### config.mk
export PLATFORM = sky130hd
export DESIGN_NAME = tag_pack_path
export DESIGN_NICKNAME = d
export VERILOG_FILES = /design/src/rtl/tagpk_pkg.sv /design/src/rtl/tagpk_ring.sv /design/src/rtl/tagpk_xfer_count.sv /design/src/rtl/tagpk_out_split.sv /design/src/rtl/tagpk_in_merge.sv /design/src/rtl/tag_pack_path.sv
export SDC_FILE = /design/constraint.sdc
export NUM_CORES = 1
export LEC_CHECK = 0
export BUFFER_PORTS_ARGS = -buffer_cell sky130_fd_sc_hd__buf_2
export CAP_MARGIN = 20
export CORE_MARGIN = 2
export CORE_UTILIZATION = 55
export CTS_BUF_LIST = sky130_fd_sc_hd__clkbuf_16
export CTS_CLUSTER_SIZE = 40
export DETAILED_ROUTE_END_ITERATION = 6
export GPL_ROUTABILITY_DRIVEN = 0
export PLACE_DENSITY = 0.88
export SKIP_LAST_GASP = 1
export SLEW_MARGIN = 30
export SYNTH_ARGS = -nofsm -noshare
export SYNTH_HDL_FRONTEND = slang
export SYNTH_SLANG_ARGS = --single-unit
### constraint.sdc
create_clock -name clk -period 4.1 [get_ports clk]
set_input_delay 0 -clock clk [delete_from_list [all_inputs] [get_ports clk]]
set_output_delay 0 -clock clk [all_outputs]
set_load 0.05 [all_outputs]
### src/rtl/tagpk_pkg.sv
package tagpk_pkg;
   localparam int PACK_BIT    = 15;
   localparam int UNPACK_BIT  = 14;
   localparam int IN_BLK_BIT  = 12;
   localparam int OUT_BLK_BIT = 10;

   typedef enum logic [1:0] {
      SEL_MODE    = 2'd0,
      SEL_OUT_CNT = 2'd1,
      SEL_IN_CNT  = 2'd2,
      SEL_NONE    = 2'd3
   } cfg_sel_e;

   typedef struct packed {
      logic pack;
      logic unpack;
      logic in_blk;
      logic out_blk;
   } mode_t;

   function automatic int blk_words(input int code);
      case (code)
         0:       return 4;
         1:       return 16;
         default: return 32;
      endcase
   endfunction

   // raw words of the queue, halved because a tag rides with every byte
   function automatic int queue_entries(input int code, input int n);
      return blk_words(code) * (2 << n) / 2;
   endfunction

   function automatic int svc_block(input int code);
      return blk_words(code) / 2;
   endfunction

   function automatic mode_t decode_mode(input logic [15:0] m);
      mode_t d;
      d.pack    = m[PACK_BIT];
      d.unpack  = m[UNPACK_BIT];
      d.in_blk  = m[IN_BLK_BIT];
      d.out_blk = m[OUT_BLK_BIT];
      return d;
   endfunction
endpackage

### src/rtl/tagpk_ring.sv
module tagpk_ring #(
   parameter int W     = 16,
   parameter int DEPTH = 4,
   localparam int AW   = $clog2(DEPTH),
   localparam int LW   = $clog2(DEPTH + 1)
) (
   input  logic          clk,
   input  logic          rst_n,
   input  logic [1:0]    push_n,
   input  logic [W-1:0]  push_d0,
   input  logic [W-1:0]  push_d1,
   input  logic [1:0]    pop_n,
   output logic [W-1:0]  head0,
   output logic [W-1:0]  head1,
   output logic [LW-1:0] level
);
   generate
      if (DEPTH < 2 || (1 << AW) != DEPTH) begin : g_bad_depth
         $error("tagpk_ring: DEPTH must be a power of two of at least 2");
      end
   endgenerate

   logic [AW-1:0] wr_q, rd_q, wr_nx1, rd_nx1;
   logic [LW-1:0] level_q;
   logic [W-1:0]  slot_v [DEPTH];

   assign wr_nx1 = wr_q + AW'(1);
   assign rd_nx1 = rd_q + AW'(1);

   for (genvar i = 0; i < DEPTH; i++) begin : g_slot
      logic [W-1:0] slot_q;
      always_ff @(posedge clk) begin
         if (push_n != 2'd0 && wr_q == AW'(i))
            slot_q <= push_d0;
         else if (push_n == 2'd2 && wr_nx1 == AW'(i))
            slot_q <= push_d1;
      end
      assign slot_v[i] = slot_q;
   end

   always_ff @(posedge clk) begin
      if (!rst_n) begin
         wr_q    <= '0;
         rd_q    <= '0;
         level_q <= '0;
      end else begin
         wr_q    <= wr_q + AW'(push_n);
         rd_q    <= rd_q + AW'(pop_n);
         level_q <= level_q + LW'(push_n) - LW'(pop_n);
      end
   end

   assign head0 = slot_v[rd_q];
   assign head1 = slot_v[rd_nx1];
   assign level = level_q;
endmodule

### src/rtl/tagpk_xfer_count.sv
module tagpk_xfer_count #(
   parameter int CW  = 9,
   parameter int BLK = 2,
   localparam int BW = $clog2(BLK)
) (
   input  logic          clk,
   input  logic          rst_n,
   input  logic          load,
   input  logic [CW-1:0] load_val,
   input  logic          step,
   input  logic          blk_mode,
   input  logic          svc_ack,
   output logic          done,
   output logic          svc
);
   generate
      if (BLK < 2 || (1 << BW) != BLK) begin : g_bad_blk
         $error("tagpk_xfer_count: BLK must be a power of two of at least 2");
      end
   endgenerate

   logic [CW-1:0] cnt_q, tgt_q, cnt_nx;
   logic          done_q, svc_q;
   logic          hit_end, hit_blk;

   assign cnt_nx  = cnt_q + CW'(1);
   assign hit_end = (tgt_q != '0) && (cnt_nx == tgt_q);
   assign hit_blk = blk_mode && (cnt_nx[BW-1:0] == '0);

   always_ff @(posedge clk) begin
      if (!rst_n) begin
         cnt_q  <= '0;
         tgt_q  <= '0;
         done_q <= 1'b0;
         svc_q  <= 1'b0;
      end else if (load) begin
         cnt_q  <= '0;
         tgt_q  <= load_val;
         done_q <= 1'b0;
         svc_q  <= 1'b0;
      end else begin
         if (svc_ack)
            svc_q <= 1'b0;
         if (step && !done_q) begin
            cnt_q <= cnt_nx;
            if (hit_end) begin
               done_q <= 1'b1;
               svc_q  <= 1'b1;
            end else if (hit_blk) begin
               svc_q  <= 1'b1;
            end
         end
      end
   end

   assign done = done_q;
   assign svc  = svc_q;
endmodule

### src/rtl/tagpk_out_split.sv
module tagpk_out_split #(
   parameter int DEPTH = 4,
   localparam int LW   = $clog2(DEPTH + 1)
) (
   input  logic        clk,
   input  logic        rst_n,
   input  logic        wr_valid,
   input  logic [31:0] wr_data,
   input  logic        unpack,
   input  logic        ent_ready,
   output logic        ent_valid,
   output logic [15:0] ent_data,
   output logic        full,
   output logic        ovf_set,
   output logic        pop
);
   logic [LW-1:0] level, free, need;
   logic [15:0]   head1_unused;
   logic          two, fits;
   logic [1:0]    push_n;

   assign two    = unpack && (wr_data[31:16] != 16'h0);
   assign need   = two ? LW'(2) : LW'(1);
   assign free   = LW'(DEPTH) - level;
   assign fits   = free >= need;
   assign push_n = (wr_valid && fits) ? (two ? 2'd2 : 2'd1) : 2'd0;
   assign ovf_set = wr_valid && !fits;

   assign ent_valid = level != '0;
   assign pop       = ent_valid && ent_ready;
   assign full      = level > LW'(DEPTH - 2);

   tagpk_ring #(.W(16), .DEPTH(DEPTH)) u_ring (
      .clk     (clk),
      .rst_n   (rst_n),
      .push_n  (push_n),
      .push_d0 (wr_data[15:0]),
      .push_d1 (wr_data[31:16]),
      .pop_n   ({1'b0, pop}),
      .head0   (ent_data),
      .head1   (head1_unused),
      .level   (level)
   );
endmodule

### src/rtl/tagpk_in_merge.sv
module tagpk_in_merge #(
   parameter int DEPTH = 4,
   localparam int LW   = $clog2(DEPTH + 1)
) (
   input  logic        clk,
   input  logic        rst_n,
   input  logic        rx_valid,
   input  logic [7:0]  rx_byte,
   input  logic        pack,
   input  logic        flush,
   input  logic        rd_en,
   output logic [31:0] rd_data,
   output logic        not_empty,
   output logic        ovf_set,
   output logic        accept
);
   logic [LW-1:0] level;
   logic [7:0]    b0, b1;
   logic          pair, single;
   logic [1:0]    pop_n;

   assign accept  = rx_valid && (level != LW'(DEPTH));
   assign ovf_set = rx_valid && (level == LW'(DEPTH));

   assign pair   = pack && (level >= LW'(2));
   assign single = (level != '0) && (!pack || (level == LW'(1) && flush));
   assign not_empty = pair || single;

   always_comb begin
      rd_data = 32'h0;
      if (pair)
         rd_data = {8'h0, b1, 8'h0, b0};
      else if (single)
         rd_data = {24'h0, b0};
   end

   assign pop_n = (rd_en && not_empty) ? (pair ? 2'd2 : 2'd1) : 2'd0;

   tagpk_ring #(.W(8), .DEPTH(DEPTH)) u_ring (
      .clk     (clk),
      .rst_n   (rst_n),
      .push_n  ({1'b0, accept}),
      .push_d0 (rx_byte),
      .push_d1 (8'h0),
      .pop_n   (pop_n),
      .head0   (b0),
      .head1   (b1),
      .level   (level)
   );
endmodule

### src/rtl/tag_pack_path.sv
module tag_pack_path
   import tagpk_pkg::*;
#(
   parameter int OUT_BLK_CODE  = 0,
   parameter int OUT_FIFO_CODE = 0,
   parameter int IN_BLK_CODE   = 0,
   parameter int IN_FIFO_CODE  = 0,
   parameter int CNT_W         = 9
) (
   input  logic        clk,
   input  logic        rst_n,
   input  logic        cfg_we,
   input  logic [1:0]  cfg_sel,
   input  logic [31:0] cfg_wdata,
   input  logic        wr_valid,
   input  logic [31:0] wr_data,
   output logic        out_full,
   output logic        ent_valid,
   output logic [15:0] ent_data,
   input  logic        ent_ready,
   input  logic        rx_valid,
   input  logic [7:0]  rx_byte,
   input  logic        rd_en,
   output logic [31:0] rd_data,
   output logic        in_not_empty,
   output logic        out_done,
   output logic        in_done,
   output logic        out_svc,
   output logic        in_svc,
   input  logic        out_svc_ack,
   input  logic        in_svc_ack,
   output logic        out_ovf,
   output logic        in_ovf
);
   localparam int OUT_DEPTH = queue_entries(OUT_BLK_CODE, OUT_FIFO_CODE);
   localparam int IN_DEPTH  = queue_entries(IN_BLK_CODE, IN_FIFO_CODE);
   localparam int OUT_SVC   = svc_block(OUT_BLK_CODE);
   localparam int IN_SVC    = svc_block(IN_BLK_CODE);

   generate
      if (OUT_BLK_CODE < 0 || OUT_BLK_CODE > 2) begin : g_bad_oblk
         $error("tag_pack_path: output block code must be 0, 1 or 2");
      end
      if (IN_BLK_CODE < 0 || IN_BLK_CODE > 2) begin : g_bad_iblk
         $error("tag_pack_path: input block code must be 0, 1 or 2");
      end
      if (OUT_FIFO_CODE < 0 || OUT_FIFO_CODE > 4 || IN_FIFO_CODE < 0 || IN_FIFO_CODE > 4) begin : g_bad_fifo
         $error("tag_pack_path: FIFO size codes must be 0 to 4");
      end
      if (CNT_W < 2 || CNT_W > 32) begin : g_bad_cnt
         $error("tag_pack_path: CNT_W must be 2 to 32");
      end
   endgenerate

   logic [15:0] mode_q;
   mode_t       mode;
   logic        out_load, in_load;
   logic        out_ovf_set, in_ovf_set, ent_pop, rx_accept;
   logic        out_ovf_q, in_ovf_q;

   assign mode     = decode_mode(mode_q);
   assign out_load = cfg_we && (cfg_sel_e'(cfg_sel) == SEL_OUT_CNT);
   assign in_load  = cfg_we && (cfg_sel_e'(cfg_sel) == SEL_IN_CNT);

   always_ff @(posedge clk) begin
      if (!rst_n) begin
         mode_q    <= '0;
         out_ovf_q <= 1'b0;
         in_ovf_q  <= 1'b0;
      end else begin
         if (cfg_we && cfg_sel_e'(cfg_sel) == SEL_MODE)
            mode_q <= cfg_wdata[15:0];
         if (out_load)
            out_ovf_q <= 1'b0;
         if (out_ovf_set)
            out_ovf_q <= 1'b1;
         if (in_load)
            in_ovf_q <= 1'b0;
         if (in_ovf_set)
            in_ovf_q <= 1'b1;
      end
   end

   tagpk_out_split #(.DEPTH(OUT_DEPTH)) u_out (
      .clk       (clk),
      .rst_n     (rst_n),
      .wr_valid  (wr_valid),
      .wr_data   (wr_data),
      .unpack    (mode.unpack),
      .ent_ready (ent_ready),
      .ent_valid (ent_valid),
      .ent_data  (ent_data),
      .full      (out_full),
      .ovf_set   (out_ovf_set),
      .pop       (ent_pop)
   );

   tagpk_in_merge #(.DEPTH(IN_DEPTH)) u_in (
      .clk       (clk),
      .rst_n     (rst_n),
      .rx_valid  (rx_valid),
      .rx_byte   (rx_byte),
      .pack      (mode.pack),
      .flush     (in_done),
      .rd_en     (rd_en),
      .rd_data   (rd_data),
      .not_empty (in_not_empty),
      .ovf_set   (in_ovf_set),
      .accept    (rx_accept)
   );

   tagpk_xfer_count #(.CW(CNT_W), .BLK(OUT_SVC)) u_out_cnt (
      .clk      (clk),
      .rst_n    (rst_n),
      .load     (out_load),
      .load_val (cfg_wdata[CNT_W-1:0]),
      .step     (ent_pop),
      .blk_mode (mode.out_blk),
      .svc_ack  (out_svc_ack),
      .done     (out_done),
      .svc      (out_svc)
   );

   tagpk_xfer_count #(.CW(CNT_W), .BLK(IN_SVC)) u_in_cnt (
      .clk      (clk),
      .rst_n    (rst_n),
      .load     (in_load),
      .load_val (cfg_wdata[CNT_W-1:0]),
      .step     (rx_accept),
      .blk_mode (mode.in_blk),
      .svc_ack  (in_svc_ack),
      .done     (in_done),
      .svc      (in_svc)
   );

   assign out_ovf = out_ovf_q;
   assign in_ovf  = in_ovf_q;
endmodule

==> results of run 1 <==
[state kept, by name, summed over array words and instances, names as in the netlist, 3 cells and up]
signal and flops:
u_in.u_ring.level 3, u_out.u_ring.g_slot.slot_q 64, mode_q 4, u_in_cnt.cnt_q 9
u_out_cnt.cnt_q 9, u_out_cnt.tgt_q 9, u_in.u_ring.g_slot.slot_q 32, u_out.u_ring.level 3
u_in_cnt.tgt_q 9
[cell usage in the layout, fill, tap and decap left out, types with 9 or more instances in the layout]
master | Yosys | routed
buf_2 | 10 | 104
edfxtp_1 | 96 | 96
dlygate4sd3_1 | 0 | 72
mux2_2 | 65 | 65
dfxtp_1 | 60 | 59
nor2b_1 | 43 | 43
mux4_2 | 32 | 32
nor2_1 | 28 | 28
mux2i_1 | 24 | 24
xor2_1 | 23 | 23
xnor2_1 | 21 | 21
inv_1 | 17 | 19
ha_1 | 17 | 17
clkbuf_16 | 0 | 17
conb_1 | 1 | 16
and2_1 | 15 | 15
buf_4 | 17 | 12
nand2_1 | 11 | 11
nand3_1 | 12 | 11
nand4_1 | 11 | 11
nor4_1 | 9 | 9
[kinds of logic after synthesis]
| logic type | after synthesis | share of synthesized area [%] |
|---|---|---|
| adders and majority gates | 19 | 3.151 |
| buffers and inverters | 66 | 4.632 |
| and+or+nand+nor | 167 | 12.20 |
| other | 1 | 0.04675 |
| muxes | 121 | 21.10 |
| xor gates and xnor gates | 44 | 4.804 |
| DFF | 156 | 50.91 |
| AOI/OAI and AO/OA | 38 | 3.151 |
[per-layer routing]
| layer | global-route usage, % | vias up | wire length (um) |
|---|---|---|---|
| met5 | 0 | - | 0 |
| met4 | 9.055 | 0 | 386 |
| met3 | 5.498 | 41 | 1058 |
| met2 | 42.94 | 206 | 9699 |
| met1 | 29.19 | 2804 | 7452 |
| li1 | - | 2580 | - |
[worst min path at each step]
stage,cells after the start,slack (ns),end
global placement,1,0.21,u_in.u_ring.g_slot[2].slot_q[2]
CTS,4,0.004,u_out_cnt.svc
global route,4,0.04,u_out_cnt.svc
finish,4,0.004,u_out_cnt.svc
floorplan,0,0.1,u_in.u_ring.g_slot[0].slot_q[0]
detailed placement,1,0.22,u_in.u_ring.g_slot[0].slot_q[0]
[metrics by stage]
stage          worst slack [ns]  util (%)  instances  hold WS [ns]  total power [mW]
4_1_cts                  0.3071     68.70        982      0.003625             5.881
2_1_floorplan            0.6607         -        627       0.09887             3.858
6_report                 0.4724     68.77        982      0.004424             5.885
3_5_place_dp             0.7243     60.01        878        0.2229             4.396
5_1_grt                  0.2353     68.77        982       0.04130             6.139
3_3_place_gp             0.7876     60.00        878        0.2096             4.305
[tightest hold or removal path, cell delays in order]
cell,delay (ns)
buf_2,0.08
inv_1,0.03
a32oi_1,0.15
o22ai_1,0.11
[where the power goes]
group	switching (mW)	internal (mW)	total (mW)
Combinational	1.43	0.909	2.34
Sequential	0.181	1.96	2.14
Clock	0.638	0.769	1.41
[repair_timing]
action / in CTS / in global routing
gates resized for setup: 0 / 1
hold buffers: 72 / 0
hold endpoints to repair: 121 / 0
endpoints found under the setup margin: 0 / 4
[area by class of cell]
| type | count | area (um2) |
|---|---|---|
| Fill cell | 952 | 4487 |
| Sequential cell | 156 | 4085 |
| Multi-Input combinational cell | 405 | 3642 |
| Timing Repair Buffer | 188 | 1331 |
| Clock buffer | 17 | 425.4 |
| Tap cell | 184 | 230.2 |
| Clock inverter | 15 | 103.9 |
| Inverter | 17 | 63.81 |
==> qor.txt, run 1 <==
Outcome: finished, final reports clean
Die Ht: 124.8 um
CTS Buf Count: 17
Synthesized cell area: 8021 um2
Clk buf depth: 2
CP Capture Type: flip-flop
Initial antenna violation count: 0
Cell mode on critical path: dlygate4sd3_1
CP Launch Type: input pin
Routed length per instance: 18.94 um
Sequential share of the synthesized area: 50.91%
Worst Path Required: 4.26 ns
# clock sinks: 156
Post-synth top cells: edfxtp_1 (96), mux2_2 (65), dfxtp_1 (60), nor2b_1 (43), mux4_2 (32)
Type of the tightest min-delay check: input pin to flip-flop
Critical path destination: u_out.u_ring.g_slot[2].slot_q[5]
DRC viols: 0
Highest cell delay on the worst timing path: 0.58 ns
Cell area after layout: 9882 um2
Max Fclk: 275.7 MHz
Async SR Flop Fraction: 0%
Max-slew violation count: 0
H-Tree Depth: 4
Vias/cell: 5.734
Critical path depth: 13
TNS Setup: 0 ns
Post-synth EDFFs: 96
R2r endpoint: u_out.u_ring.g_slot[3].slot_q[6]
Final Hold Vio Count: 0
Clock Pin Slew Worst Setup and Hold Paths: 0.06 ns
Final #Nets: 887
Warnings, synthesis: 0
Final ANT Viol Nets: 0
Synth Register Bits: 156
Vias in the first global route: 6004
Post-CTS Setup Inserts: 0
CP Class: input pin to flip-flop
DRT iter0 DRCs: 539
Leak pwr: 3.811 nW
CP startpoint: wr_data[25]
Setup violators final: 0
Max_slew headroom: 40.11%
Cell family with most CP delay: buffers and inverters
Cell Area, Placed: 8622 um2
Most common cell in the netlist: edfxtp_1
Cells on worst reg2reg path: 10
Starting Density: 55.83%
Total Wirelength: 18.60 mm
Peak supply drop: 291.1 uV
CTS tree: done
CP cell instances: dlygate4sd3_1 -> buf_2 -> nor4_1 -> a41oi_1 -> inv_1 -> ha_1 -> nand2b_1 -> a21oi_1 -> nor2b_1 -> nand3b_1 -> buf_4 -> mux2_2 -> dlygate4sd3_1
Die Wd: 124.8 um
I/O Buffers: 104
Max-Cap Viols: 0
Final min period: 3.628 ns
Synth top area share: 35.94%
Tightest Pin Transition: 0.8972 ns
Fraction of layout cells with a size suffix above 1: 31.95%
N_diodes: 0
RSZ-0062 raised after global routing: no
FF-to-FF Start: mode_q[14]
Largest net degree at the start of global routing: 43
PD cells: 595.5 nW/um2
Placement Rows: 44
Dpl hpwl: 11.76 mm
Root Driver: clkbuf_16
Crit-path slowest cell: dlygate4sd3_1
Fin Clk Skew: 0.01290 ns
Post-Synthesis Cells: 612
CP max FO: 16
Area of the core: 14370 um2
Top_reg_cell synth: edfxtp_1
Distinct cell type count of the synthesized netlist: 54
GRT overflow: 0
Reg2reg setup slack: 0.64 ns
First-pass DRT Iterations: 4
Worst Path Buf+Inv: 5
WP data arrival: 3.79 ns
Cell taking the most area after synthesis: edfxtp_1
GRT Util Overall: 24.37%
DR vias: 5631
Number of I/O pins: 140
Mean Syn Cell Area: 13.11 um2
Die area: 15570 um2
Final worst path period share: 88.48%
Layout overhead on the synthesized area: 23.19%
Clk Latency, worst-skew pair: 0.43 ns
Synth area leaders: edfxtp_1 (36%), dfxtp_1 (15%), mux2_2 (9.1%)
Min-delay src: out_svc_ack
First-pass GRT wire length: 30.04 mm
Power figures use the tool's default switching activity.
==> inputs of run 2 (changes only) <==
RECOVER_POWER = 100   (was not set)
==> qor.txt, run 2 (synthesis gave the netlist of run 1 again) <==
Outcome: finished, final reports clean
CTS tree: done
Max-slew violation count: 0 (unchanged)
Die area: 15570 um2 (unchanged)
# clock sinks: 156 (unchanged)
Final ANT Viol Nets: 0 (unchanged)
Tightest Pin Transition: 1.319 ns (+0.4223 ns)
Cell mode on critical path: dlygate4sd3_1
Vias in the first global route: 6004 (unchanged)
Leak pwr: 3.601 nW (-5.5%)
GRT Util Overall: 24.37% (unchanged)
Clk buf depth: 2 (unchanged)
Final worst path period share: 89.58% (+1.1 points)
Final Hold Vio Count: 0 (unchanged)
Fraction of layout cells with a size suffix above 1: 23.93% (-8.0 points)
PD cells: 595.2 nW/um2 (about the same)
Total Wirelength: 18.61 mm (about the same)
Max reg flops: 64 (unchanged)
Fillers: 999 (+4.9%)
Worst Path Required: 4.27 ns (about the same)
Largest regs: u_out.u_ring.g_slot.slot_q (64), u_in.u_ring.g_slot.slot_q (32)
Number of I/O pins: 140 (unchanged)
Cell area after layout: 9766 um2 (-1.2%)
TNS Setup: 0 ns (unchanged)
Setup violators final: 0 (unchanged)
Cell Area, Placed: 8622 um2 (unchanged)
CP Class: input pin to flip-flop
Die Wd: 124.8 um (unchanged)
Root Driver: clkbuf_16
Placed insts: 878 (unchanged)
DRT iter0 DRCs: 522 (-3.2%)
Placement Rows: 44 (unchanged)
H-Tree Depth: 4 (unchanged)
DRC viols: 0 (unchanged)
Max Fclk: 272.3 MHz (-1.2%)
Routed length per instance: 18.95 um (about the same)
Final min period: 3.673 ns (+0.04521 ns)
DR vias: 5640 (+0.16%)
Starting Density: 55.83% (unchanged)
Most common cell after layout, fill and taps aside: edfxtp_1
CP cell instances: dlygate4sd3_1 -> clkbuf_1 -> nor4_1 -> a41oi_1 -> inv_1 -> ha_1 -> nand2b_1 -> a21oi_1 -> nor2b_1 -> nand3_2 -> mux2_2 -> dlygate4sd3_1
Largest net degree at the start of global routing: 43 (unchanged)
Largest Register: u_out.u_ring.g_slot.slot_q
Initial antenna violation count: 0 (unchanged)
Clock Pin Slew Worst Setup and Hold Paths: 0.06 ns (about the same)
Area of the core: 14370 um2 (unchanged)
WP data arrival: 3.85 ns (+0.06 ns)
CP max FO: 16 (unchanged)
I/O Buffers: 104 (unchanged)
Max-Cap Viols: 0 (unchanged)
Die Ht: 124.8 um (unchanged)
CP Launch Type: input pin
Max_slew headroom: 11.36% (-29 points)
Layout overhead on the synthesized area: 21.74%
Final #Nets: 887 (unchanged)
Finished Core Util: 67.96% (-0.81 points)
Most frequent cells in the layout: edfxtp_1 (96), dlygate4sd3_1 (72), mux2_2 (63)
Vias/cell: 5.743 (+0.16%)
Peak supply drop: 291.8 uV (+0.26%)
Non-filler cells in the finished layout: 982 (unchanged)
GRT overflow: 0 (unchanged)
N_diodes: 0 (unchanged)
Fin Clk Skew: 0.01518 ns (+0.002280 ns)
Clk Latency, worst-skew pair: 0.43 ns (about the same)
Type of the tightest min-delay check: input pin to flip-flop
RSZ-0062 raised after global routing: no
First-pass GRT wire length: 30.04 mm (unchanged)
Highest cell delay on the worst timing path: 0.56 ns (-0.02 ns)
Worst Path Buf+Inv: 4 (-1)
CP Capture Type: flip-flop
Crit-path slowest cell: dlygate4sd3_1
Dpl hpwl: 11.76 mm (unchanged)
CTS Buf Count: 17 (unchanged)
Cell family with most CP delay: buffers and inverters
First-pass DRT Iterations: 5 (+1)
run 2: cell count changes in the layout (fill, tap and decap cells not counted), moves of 8 or more:
cell and delta:
and2_1 -8, clkbuf_1 +56, buf_4 -8, buf_2 -49, and2_0 +8
run 2: through the flow:
| step | setup slack [ns] | total power [mW] | hold WS (ns) |
|---|---|---|---|
| finish | 0.4272 | 5.812 | 0.004443 |
| global route | 0.2193 | 6.061 | 0.04130 |
| global placement | 0.7876 | 4.305 | 0.2096 |
| floorplan | 0.6607 | 3.858 | 0.09887 |
| detailed placement | 0.7243 | 4.396 | 0.2229 |
| CTS | 0.3071 | 5.881 | 0.003625 |
run 2: cell type report:
cell class | instances | area, um2 | area share [%]
timing repair buffer | 188 | 1241 | 12.71
inverter | 17 | 63.81 | 0.6534
tap | 184 | 230.2 | 2.357
clock buffer | 17 | 425.4 | 4.356
clock inverter | 15 | 103.9 | 1.063
multi-input combinational | 405 | 3617 | 37.04
sequential | 156 | 4084 | 41.82
run 2: final timing paths:
kind                     startpoint                               end  slack [ns]  depth (start not counted)
setup / recovery        wr_data[25]  u_out.u_ring.g_slot[3].slot_q[6]        0.43                         12
hold / removal          out_svc_ack                     u_out_cnt.svc       0.004                          4
setup reg to reg         mode_q[14]  u_out.u_ring.g_slot[3].slot_q[6]        0.62                         10
hold reg to reg   u_in_cnt.cnt_q[8]                 u_in_cnt.cnt_q[8]        0.53                          2
run 2: routing by layer:
layer / vias to the layer above / track usage [%] / routed length, um / share of wire (%)
met5: - / 0 / 0 / 0
met4: 0 / 9.055 / 380 / 2.0
met3: 39 / 5.498 / 1031 / 5.5
met2: 225 / 42.94 / 9658 / 52
met1: 2794 / 29.19 / 7543 / 41
li1: 2582 / - / - / -
run 2: worst register-to-register path, cell delays in order, from the launching register on:
cell and delay [ns]:
dfxtp_1 0.30, inv_1 0.08, a41oi_1 0.41, inv_1 0.14, ha_1 0.30, nand2b_1 0.09, a21oi_1 0.10, nor2b_1 0.30
nand3_2 0.50, mux2_2 0.46, dlygate4sd3_1 0.56
run 2: timing repair:
item,in CTS,in global routing
hold buffers,72,0
endpoints found under the hold margin,121,0
buffers inserted,0,0
resized for setup,0,1
setup endpoints to repair,0,4
run 2: power breakdown:
part | switching (mW) | internal (mW) | leakage, nW
clock network | 0.639 | 0.769 | 0.244
registers | 0.179 | 1.96 | 1.37
logic | 1.44 | 0.828 | 1.99
total | 2.26 | 3.56 | 3.60
==> inputs of run 3 (changes only) <==
CORE_UTILIZATION = 45   (was 55)
PLACE_DENSITY = 0.75   (was 0.88)
==> qor.txt, run 3 (synthesis gave the netlist of run 1 again) <==
Outcome: finished, violations left
Failing checks: capacitance limit, slew limit
TNS Setup: 0 ns (unchanged)
Initial antenna violation count: 0 (unchanged)
Hold WS: 0.1117 ns (+0.1073 ns)
Peak supply drop: 455.4 uV (+56%)
# clock sinks: 156 (unchanged)
Clk Latency, worst-skew pair: 0.42 ns (about the same)
Die Ht: 137.5 um (+10%)
Layout overhead on the synthesized area: 22.82%
Fillers: 1416 (+42%)
First-pass DRT Iterations: 4 (-1)
CP Capture Type: flip-flop
Highest cell delay on the worst timing path: 0.56 ns (about the same)
N_diodes: 0 (unchanged)
Root Driver: clkbuf_16
Largest regs: u_out.u_ring.g_slot.slot_q (64), u_in.u_ring.g_slot.slot_q (32)
Most frequent cells in the layout: edfxtp_1 (96), dlygate4sd3_1 (73), mux2_2 (65)
Fin Clk Skew: 0.01030 ns (-0.004878 ns)
Max-slew violation count: 17 (+17)
Vias/cell: 5.438 (-5.3%)
Placement Rows: 48 (+9.1%)
PD cells: 594.6 nW/um2 (-0.11%)
Post-CTS Setup Inserts: 0 (unchanged)
Final ANT Viol Nets: 0 (unchanged)
CTS tree: done
DRT iter0 DRCs: 327 (-37%)
H-Tree Depth: 4 (unchanged)
Routed length per instance: 17.95 um (-5.3%)
CP max FO: 11 (-5)
Max-Cap Viols: 1 (+1)
Clock Pin Slew Worst Setup and Hold Paths: 0.06 ns (about the same)
Final Hold Vio Count: 0 (unchanged)
Worst Path Required: 4.26 ns (about the same)
CP Class: input pin to flip-flop
Max_slew headroom: -1.496% (-13 points)
Final worst path period share: 93.62% (+4.0 points)
First-pass GRT wire length: 28.55 mm (-5.0%)
Die Wd: 137.5 um (+10%)
Number of I/O pins: 140 (unchanged)
Die area: 18910 um2 (+21%)
Vias in the first global route: 5791 (-3.5%)
CTS Buf Count: 17 (unchanged)
CP cell instances: dlygate4sd3_1 -> clkbuf_1 -> nor4_1 -> a41oi_1 -> inv_1 -> ha_1 -> nand2b_1 -> a21oi_1 -> nor2b_1 -> nand3b_1 -> buf_4 -> mux2_2 -> dlygate4sd3_1
Total Wirelength: 18.38 mm (-1.2%)
Final min period: 3.838 ns (+0.1656 ns)
GRT overflow: 0 (unchanged)
Area of the multi-input gates: 3617 um2 (unchanged)
DRC viols: 0 (unchanged)
Dpl hpwl: 12.24 mm (+4.2%)
Clk buf depth: 2 (unchanged)
Cell mode on critical path: dlygate4sd3_1
Tightest Pin Transition: 1.514 ns (+0.1947 ns)
Total chip power: 5.858 mW (+0.78%)
Cell Area, Placed: 8680 um2 (+0.67%)
Max Fclk: 260.5 MHz (-4.3%)
I/O Buffers: 104 (unchanged)
Max reg flops: 64 (unchanged)
Crit-path slowest cell: dlygate4sd3_1
Cell area after layout: 9852 um2 (+0.88%)
GRT Util Overall: 19.65% (-4.7 points)
Register Area: 4084 um2 (unchanged)
Finished Core Util: 56.76% (-11 points)
Most common cell after layout, fill and taps aside: edfxtp_1
Largest Register: u_out.u_ring.g_slot.slot_q
RSZ-0062 raised after global routing: no
Area of the core: 17360 um2 (+21%)
Final #Nets: 888 (+0.11%)
DR vias: 5569 (-1.3%)
Largest net degree at the start of global routing: 43 (unchanged)
WP data arrival: 4.00 ns (+0.15 ns)
Fraction of layout cells with a size suffix above 1: 24.28% (+0.35 points)
Leak pwr: 3.630 nW (+0.79%)
CP Launch Type: input pin
Type of the tightest min-delay check: input pin to flip-flop
Setup violators final: 0 (unchanged)
Starting Density: 46.22% (-9.6 points)
-- run 3: worst paths after layout --
path	cells past startpoint	to	slack, ns	from
max	13	u_out.u_ring.g_slot[1].slot_q[7]	0.26	wr_data[24]
min	4	u_in.u_ring.rd_q[1]	0.11	rd_en
max reg2reg	11	u_out.u_ring.g_slot[0].slot_q[12]	0.55	mode_q[14]
min reg2reg	2	u_out_cnt.done	0.51	u_out_cnt.done
-- run 3: timing repair --
action | in CTS | in global routing
hold endpoints to repair | 122 | 0
hold buffers | 73 | 0
gates resized for setup | 0 | 0
-- run 3: layout make-up --
cell class,instances,share of cell area (%)
Clock buffer,17,4.318
Clock inverter,15,1.346
Inverter,17,0.6477
Multi-Input combinational cell,405,36.72
Sequential cell,156,41.45
Tap cell,225,2.858
Timing Repair Buffer,189,12.66
-- run 3: where the power goes --
| group | internal (mW) | leakage [nW] | total (mW) | switching (mW) |
|---|---|---|---|---|
| clock | 0.797 | 0.272 | 1.48 | 0.681 |
| combinational | 0.826 | 1.99 | 2.22 | 1.40 |
| sequential | 1.96 | 1.37 | 2.16 | 0.200 |
| total | 3.58 | 3.63 | 5.86 | 2.28 |
-- run 3: per-stage QoR --
stage	worst slack [ns]	std cells
floorplan	0.6607	627
finish	0.2616	1024
detailed placement	0.5450	919
CTS	0.2969	1024
global route	0.03474	1024
global placement	0.6075	919
-- run 3: worst max-delay path: cells and delay by family --
family                   cells  cell delay [ns]
buffers and inverters        5             1.74
AO/OA/AOI/OAI                2             0.60
AND/OR/NAND/NOR              4             1.05
adder cells (fa/ha/maj)      1             0.23
multiplexers                 1             0.36
-- run 3: layer usage --
metal	vias up	wire, um	global-route usage [%]
met1	2794	7574	23.45
met3	30	840	4.341
met5	-	0	0
met4	0	266	5.842
li1	2589	-	-
met2	156	9702	35.35
